**src/rtl/chg_detect_pkg.sv**
```systemverilog
package chg_detect_pkg;
  typedef enum logic [1:0] {
    EDGE_OFF  = 2'b00,
    EDGE_RISE = 2'b01,
    EDGE_FALL = 2'b10,
    EDGE_ANY  = 2'b11
  } edge_mode_e;
endpackage

```
**src/rtl/chg_sampler.sv**
```systemverilog
module chg_sampler #(
  parameter int NCH = 32
) (
  input  logic           clk,
  input  logic           rst_n,
  input  logic [NCH-1:0] din,
  input  logic [NCH-1:0] neg_sel,
  output logic [NCH-1:0] cur,
  output logic [NCH-1:0] prev
);
  logic [NCH-1:0] neg_q;
  logic [NCH-1:0] cur_q, cur_d;
  logic [NCH-1:0] prev_q;

  // inactive-edge capture
  always_ff @(negedge clk or negedge rst_n) begin
    if (!rst_n) neg_q <= '0;
    else        neg_q <= din;
  end

  // per-channel choice of capture point, carried into the active domain
  always_comb begin
    cur_d = (neg_sel & neg_q) | (~neg_sel & din);
  end

  always_ff @(posedge clk or negedge rst_n) begin
    if (!rst_n) begin
      cur_q  <= '0;
      prev_q <= '0;
    end else begin
      cur_q  <= cur_d;
      prev_q <= cur_q;
    end
  end

  assign cur  = cur_q;
  assign prev = prev_q;
endmodule

```
**src/rtl/chg_qualifier.sv**
```systemverilog
module chg_qualifier
  import chg_detect_pkg::*;
#(
  parameter int NCH = 32
) (
  input  logic             clk,
  input  logic             rst_n,
  input  logic [NCH-1:0]   cur,
  input  logic [NCH-1:0]   prev,
  input  logic [2*NCH-1:0] edge_sel,
  output logic             hit_now,
  output logic             hit_valid,
  output logic [NCH-1:0]   hit_word
);
  logic [NCH-1:0] match;
  logic           valid_q;
  logic [NCH-1:0] word_q, word_d;

  for (genvar i = 0; i < NCH; i++) begin : g_ch
    edge_mode_e mode;
    logic       rise, fall;
    assign mode = edge_mode_e'(edge_sel[2*i +: 2]);
    assign rise = cur[i] & ~prev[i];
    assign fall = ~cur[i] & prev[i];
    always_comb begin
      unique case (mode)
        EDGE_RISE: match[i] = rise;
        EDGE_FALL: match[i] = fall;
        EDGE_ANY:  match[i] = rise | fall;
        default:   match[i] = 1'b0;
      endcase
    end
  end

  assign hit_now = |match;

  always_comb begin
    word_d = hit_now ? cur : word_q;
  end

  always_ff @(posedge clk or negedge rst_n) begin
    if (!rst_n) begin
      valid_q <= 1'b0;
      word_q  <= '0;
    end else begin
      valid_q <= hit_now;
      word_q  <= word_d;
    end
  end

  assign hit_valid = valid_q;
  assign hit_word  = word_q;

  // a strobe needs a difference between the two samples one cycle before
  a_r3_needs_change: assert property (@(posedge clk) disable iff (!rst_n)
    hit_valid |-> $past(cur != prev));
endmodule

```
**src/rtl/chg_pulse_gen.sv**
```systemverilog
module chg_pulse_gen #(
  parameter int PW_W = 8
) (
  input  logic            clk,
  input  logic            rst_n,
  input  logic            hit,
  input  logic [PW_W-1:0] pulse_len,
  output logic            evt,
  output logic            overrun
);
  localparam logic [PW_W-1:0] ONE = PW_W'(1);

  logic [PW_W-1:0] cnt_q, cnt_d, load_val;
  logic            ovr_q, ovr_d;

  always_comb begin
    load_val = (pulse_len == '0) ? ONE : pulse_len;
    if (hit)                cnt_d = load_val;
    else if (cnt_q != '0)   cnt_d = cnt_q - ONE;
    else                    cnt_d = cnt_q;
    ovr_d = ovr_q | (hit & (cnt_q != '0));
  end

  always_ff @(posedge clk or negedge rst_n) begin
    if (!rst_n) begin
      cnt_q <= '0;
      ovr_q <= 1'b0;
    end else begin
      cnt_q <= cnt_d;
      ovr_q <= ovr_d;
    end
  end

  assign evt     = (cnt_q != '0);
  assign overrun = ovr_q;

  // the flag never clears outside reset
  a_r7_overrun_sticky: assert property (@(posedge clk) disable iff (!rst_n)
    overrun |=> overrun);
  // a pulse never starts without a hit
  a_r6_no_spontaneous: assert property (@(posedge clk) disable iff (!rst_n)
    (!evt && !hit) |=> !evt);
endmodule

```
**src/rtl/chg_detect_unit.sv**
```systemverilog
module chg_detect_unit #(
  parameter int NCH  = 32,
  parameter int PW_W = 8
) (
  input  logic             clk,
  input  logic             rst_n,
  input  logic [NCH-1:0]   din,
  input  logic [2*NCH-1:0] edge_sel,
  input  logic [NCH-1:0]   neg_sel,
  input  logic [PW_W-1:0]  pulse_len,
  output logic             hit_valid,
  output logic [NCH-1:0]   hit_word,
  output logic             evt_pulse,
  output logic             overrun
);
  logic           rst_s1, rst_s2;
  logic [NCH-1:0] cur, prev;
  logic           hit_now;

  // asynchronous assert, synchronous release
  always_ff @(posedge clk or negedge rst_n) begin
    if (!rst_n) begin
      rst_s1 <= 1'b0;
      rst_s2 <= 1'b0;
    end else begin
      rst_s1 <= 1'b1;
      rst_s2 <= rst_s1;
    end
  end

  chg_sampler #(.NCH(NCH)) u_samp (
    .clk(clk), .rst_n(rst_s2), .din(din), .neg_sel(neg_sel),
    .cur(cur), .prev(prev)
  );

  chg_qualifier #(.NCH(NCH)) u_qual (
    .clk(clk), .rst_n(rst_s2), .cur(cur), .prev(prev), .edge_sel(edge_sel),
    .hit_now(hit_now), .hit_valid(hit_valid), .hit_word(hit_word)
  );

  chg_pulse_gen #(.PW_W(PW_W)) u_pulse (
    .clk(clk), .rst_n(rst_s2), .hit(hit_now), .pulse_len(pulse_len),
    .evt(evt_pulse), .overrun(overrun)
  );

  // strobe and pulse start together
  a_r5_pulse_with_strobe: assert property (@(posedge clk) disable iff (!rst_s2)
    hit_valid |-> evt_pulse);
  // outputs quiet in the cycle after reset is released
  a_r1_quiet_after_reset: assert property (@(posedge clk)
    (!rst_s2) |=> (!hit_valid && !overrun));
endmodule

```
**config.mk**
```make
export PLATFORM = sky130hd
export DESIGN_NAME = chg_detect_unit
export DESIGN_NICKNAME = d
export VERILOG_FILES = /design/src/rtl/chg_detect_pkg.sv /design/src/rtl/chg_sampler.sv /design/src/rtl/chg_qualifier.sv /design/src/rtl/chg_pulse_gen.sv /design/src/rtl/chg_detect_unit.sv
export SDC_FILE = /design/constraint.sdc
export NUM_CORES = 1
export LEC_CHECK = 0
export BUFFER_PORTS_ARGS = -buffer_cell sky130_fd_sc_hd__buf_4
export CORE_MARGIN = 2
export CORE_UTILIZATION = 50
export DETAILED_ROUTE_END_ITERATION = 12
export PLACE_DENSITY = 0.76
export SLEW_MARGIN = 20
export SYNTH_ARGS = -nofsm -noshare
export SYNTH_HDL_FRONTEND = slang
export SYNTH_SLANG_ARGS = --single-unit
```
**constraint.sdc**
```tcl
create_clock -name clk -period 12.11 [get_ports clk]
set_clock_uncertainty 0.2 [all_clocks]
set_input_delay 1.211 -clock clk [delete_from_list [all_inputs] [get_ports clk]]
set_output_delay 1.211 -clock clk [all_outputs]
set_load 0.01 [all_outputs]
```
==> metrics.md <==
| Metric | Value |
|---|---|
| Outcome | `finished clean` |
| Final wirelength | `14,500 um` |
| Slowest Stage Delay on Critical Path | `approximately 900 ps` |
| Clk sinks | `140` |
| I/O Buffers | `172` |
| # Max-Cap Violations | `0` |
| Drt pass-1 iters | `4` |
| DRC | `0` |
| Hold Crit Depth | `0` |
| CP Launch Type | `register` |
| Total grt overflow | `0` |
| Synthesized flop and latch total | `between 100 and 150` |
| Commonest non-fill, non-tap cell in the layout | `buf_4` |
| Worst-path cell chain | `buf_4` |
| FF-to-FF Start | `rst_s2` |
| Post-CTS Hold Buffers | `0` |
| Synthesis warning total | `0` |
| Number of global-route vias before repair | `4,937` |
| Worst skew pair latency | `roughly 420 ps` |
| Pleak | `approximately 0.0045 uW` |
| Crit end category | `async pin` |
| Hpwl dp | `between 10,000 and 15,000 um` |
| Synthesized area | `~0.0066 sq mm` |
| Req. time, crit path | `roughly 6400 ps` |
| Fillers | `between 900 and 1,000` |
| Power per cell area | `145 mW/mm^2` |
| Syn Area/Cell | `approximately 12 sq um` |
| Vias per Instance | `4.91` |
| Fin. Hold Viols | `0` |
| Vert. Die Dim | `119 um` |
| Rows | `between 40 and 50` |
| Placer congestion estimate | `between 0.8 and 0.9` |
| Final setup fails | `0` |
| Setup Buffers After CTS | `0` |
| Ratio of cells with drive above 1 in the final layout | `0.383` |
| Post-synthesis sequential area ratio | `0.533` |
| CTS tree | `built` |
| Final core utilization | `0.687` |
| Clock buffer depth | `2` |
| Root buffer cell | `clkbuf_16` |
| Tot GR Track Use | `0.221` |
| Die width | `119 um` |
| Antenna Cells | `0` |
| Drt wl/cell | `about 16 um` |
| RSZ-0062 raised after global routing | `false` |
| Synth cell types | `27` |
| Die area | `between 0.01 and 0.015 sq mm` |
| Initial antenna violation count | `0` |
| Hold Path End | `rst_s2` |
| Setup TNS | `0 ps` |
| Layout area overhead | `33.0%` |
| R2r endpoint | `u_samp.neg_q[30]` |
| Worst Tran Pin Value | `about 890 ps` |
| Max IR drop VDD | `roughly 0.00011 V` |
| Area of the multi-input gates | `about 0.0027 sq mm` |
| Area of the core region | `around 0.013 sq mm` |
| Vias | `4,419` |
| Crit-path slowest cell | `dfrtp_4` |
| Total CTS buffers | `17` |
| Global-route wire length before repair | `about 24,000 um` |
| Min-delay src | `rst_s1` |
| Largest net degree at the start of global routing | `a little under 60` |
| HP Class | `reg -> reg` |
| Register area | `roughly 0.0035 sq mm` |
| Post-route ant nets | `0` |
| Max-slew headroom | `0.401` |
| CP max FO | `58` |
| IO Count | `173` |
| Most frequent cells in the layout | `175 x buf_4, 107 x dfrtp_1, 81 x inv_1` |
| Buf/Inv on CP | `1` |
| DR iter-0 viols | `about 150` |
| Reg2Reg Depth | `1` |
| Fin. max-slew vios | `0` |
| Setup slack, reg-to-reg | `between 4000 and 5000 ps` |
| Clk slew on worst S/H paths | `~60 ps` |
| Crit Path Class | `reg -> async` |
| Arr. time, crit path | `about 2100 ps` |
| Final Net Count | `approximately 920` |
| Syn_nets | `729` |
| Cell family with most CP delay | `flip-flops` |
| Post_cts resized | `0` |
| Cell count after synthesis | `~530` |
| Starting Density | `0.517` |
| Htree depth | `4` |
==> worst max-delay path by stage <==
stage            from               end  slack, ps  cells past startpoint
6_report       rst_s2  u_samp.neg_q[30]       4290                      1
5_1_grt        rst_s2  u_samp.neg_q[30]       4000                      1
4_1_cts        rst_s2  u_samp.neg_q[30]       4200                      1
3_5_place_dp   rst_s2  u_samp.neg_q[30]       4250                      1
3_3_place_gp   rst_s2  u_samp.neg_q[30]       4260                      1
2_1_floorplan  rst_s2   u_samp.neg_q[0]       1820                      0
==> kinds of logic (layout without fill, tap and decap cells) <==
family / count (synthesis) / in the layout / share of synthesized area
mux: 85 / 85 / 0.163
buf+inv: 86 / 288 / 0.0539
other cells: 1 / 1 / 0.000570
xor+xnor: 5 / 5 / 0.00666
fa+ha+maj: 65 / 65 / 0.124
compound gates: 48 / 48 / 0.0442
flops: 140 / 140 / 0.533
simple gates: 96 / 96 / 0.0748
==> synth_stat cells, drive strengths merged <==
master    n  area share
dfrtp   108        0.41
inv      81       0.046
mux2     70        0.14
ha       65        0.12
nand2    38       0.022
dfrtn    32        0.12
nor2b    28       0.027
o22ai    16       0.015
mux2i    15       0.023
o21ai    15       0.011
a22oi     8      0.0091
nor2      8      0.0046
or4       7      0.0080
nand4     6      0.0057
a21oi     5      0.0038
buf       5      0.0076
nor3      5      0.0038
xnor2     4      0.0053
a21o      2      0.0023
nor4      2      0.0019
o211ai    2      0.0023
conb      1     0.00057
nor3b     1      0.0011
nor4b     1      0.0013
xor2      1      0.0013
==> per-stage QoR <==
stage	hold slack (ps)	power (uW)	setup slack [ps]	instances	area, sq um
after floorplan	131	602	1820	526	6570
after global placement	134	674	4260	868	8060
after detailed placement	135	683	4250	868	8060
after CTS	140	1280	4200	900	8740
after global routing	164	1320	4000	900	8740
final	141	1260	4290	900	8740
==> state kept, by name, summed over array words and instances, names as in the netlist <==
register / flops
u_qual.hit_word: 32
u_samp.cur: 32
u_samp.neg_q: 32
u_samp.prev: 32
u_pulse.cnt_q: 8
rst_s1: 1
rst_s2: 1
u_pulse.overrun: 1
u_qual.hit_valid: 1
==> per-layer routing <==
layer  up-vias  GRT usage  wire [um]
met4         0     0.0699        223
met1      2145      0.260       5880
met2       127      0.375       7320
li1       2131          -          -
met3        16     0.0825       1040
met5         -          0          0
==> report_power, final <==
| group | switching, uW | internal [uW] |
|---|---|---|
| Sequential | 26.6 | 501 |
| Combinational | 60.3 | 86.2 |
| Clock | 192 | 399 |
| Total | 279 | 986 |
==> area by class of cell <==
type | count | share of cell area
repair buffers | 175 | 0.150
flip-flops and latches | 140 | 0.401
inverters | 81 | 0.0348
clock buffers | 23 | 0.0581
clock inverters | 9 | 0.0205
well taps | 172 | 0.0246
multi-input cells | 300 | 0.311
Note: power is estimated with default switching activity, not from simulation.
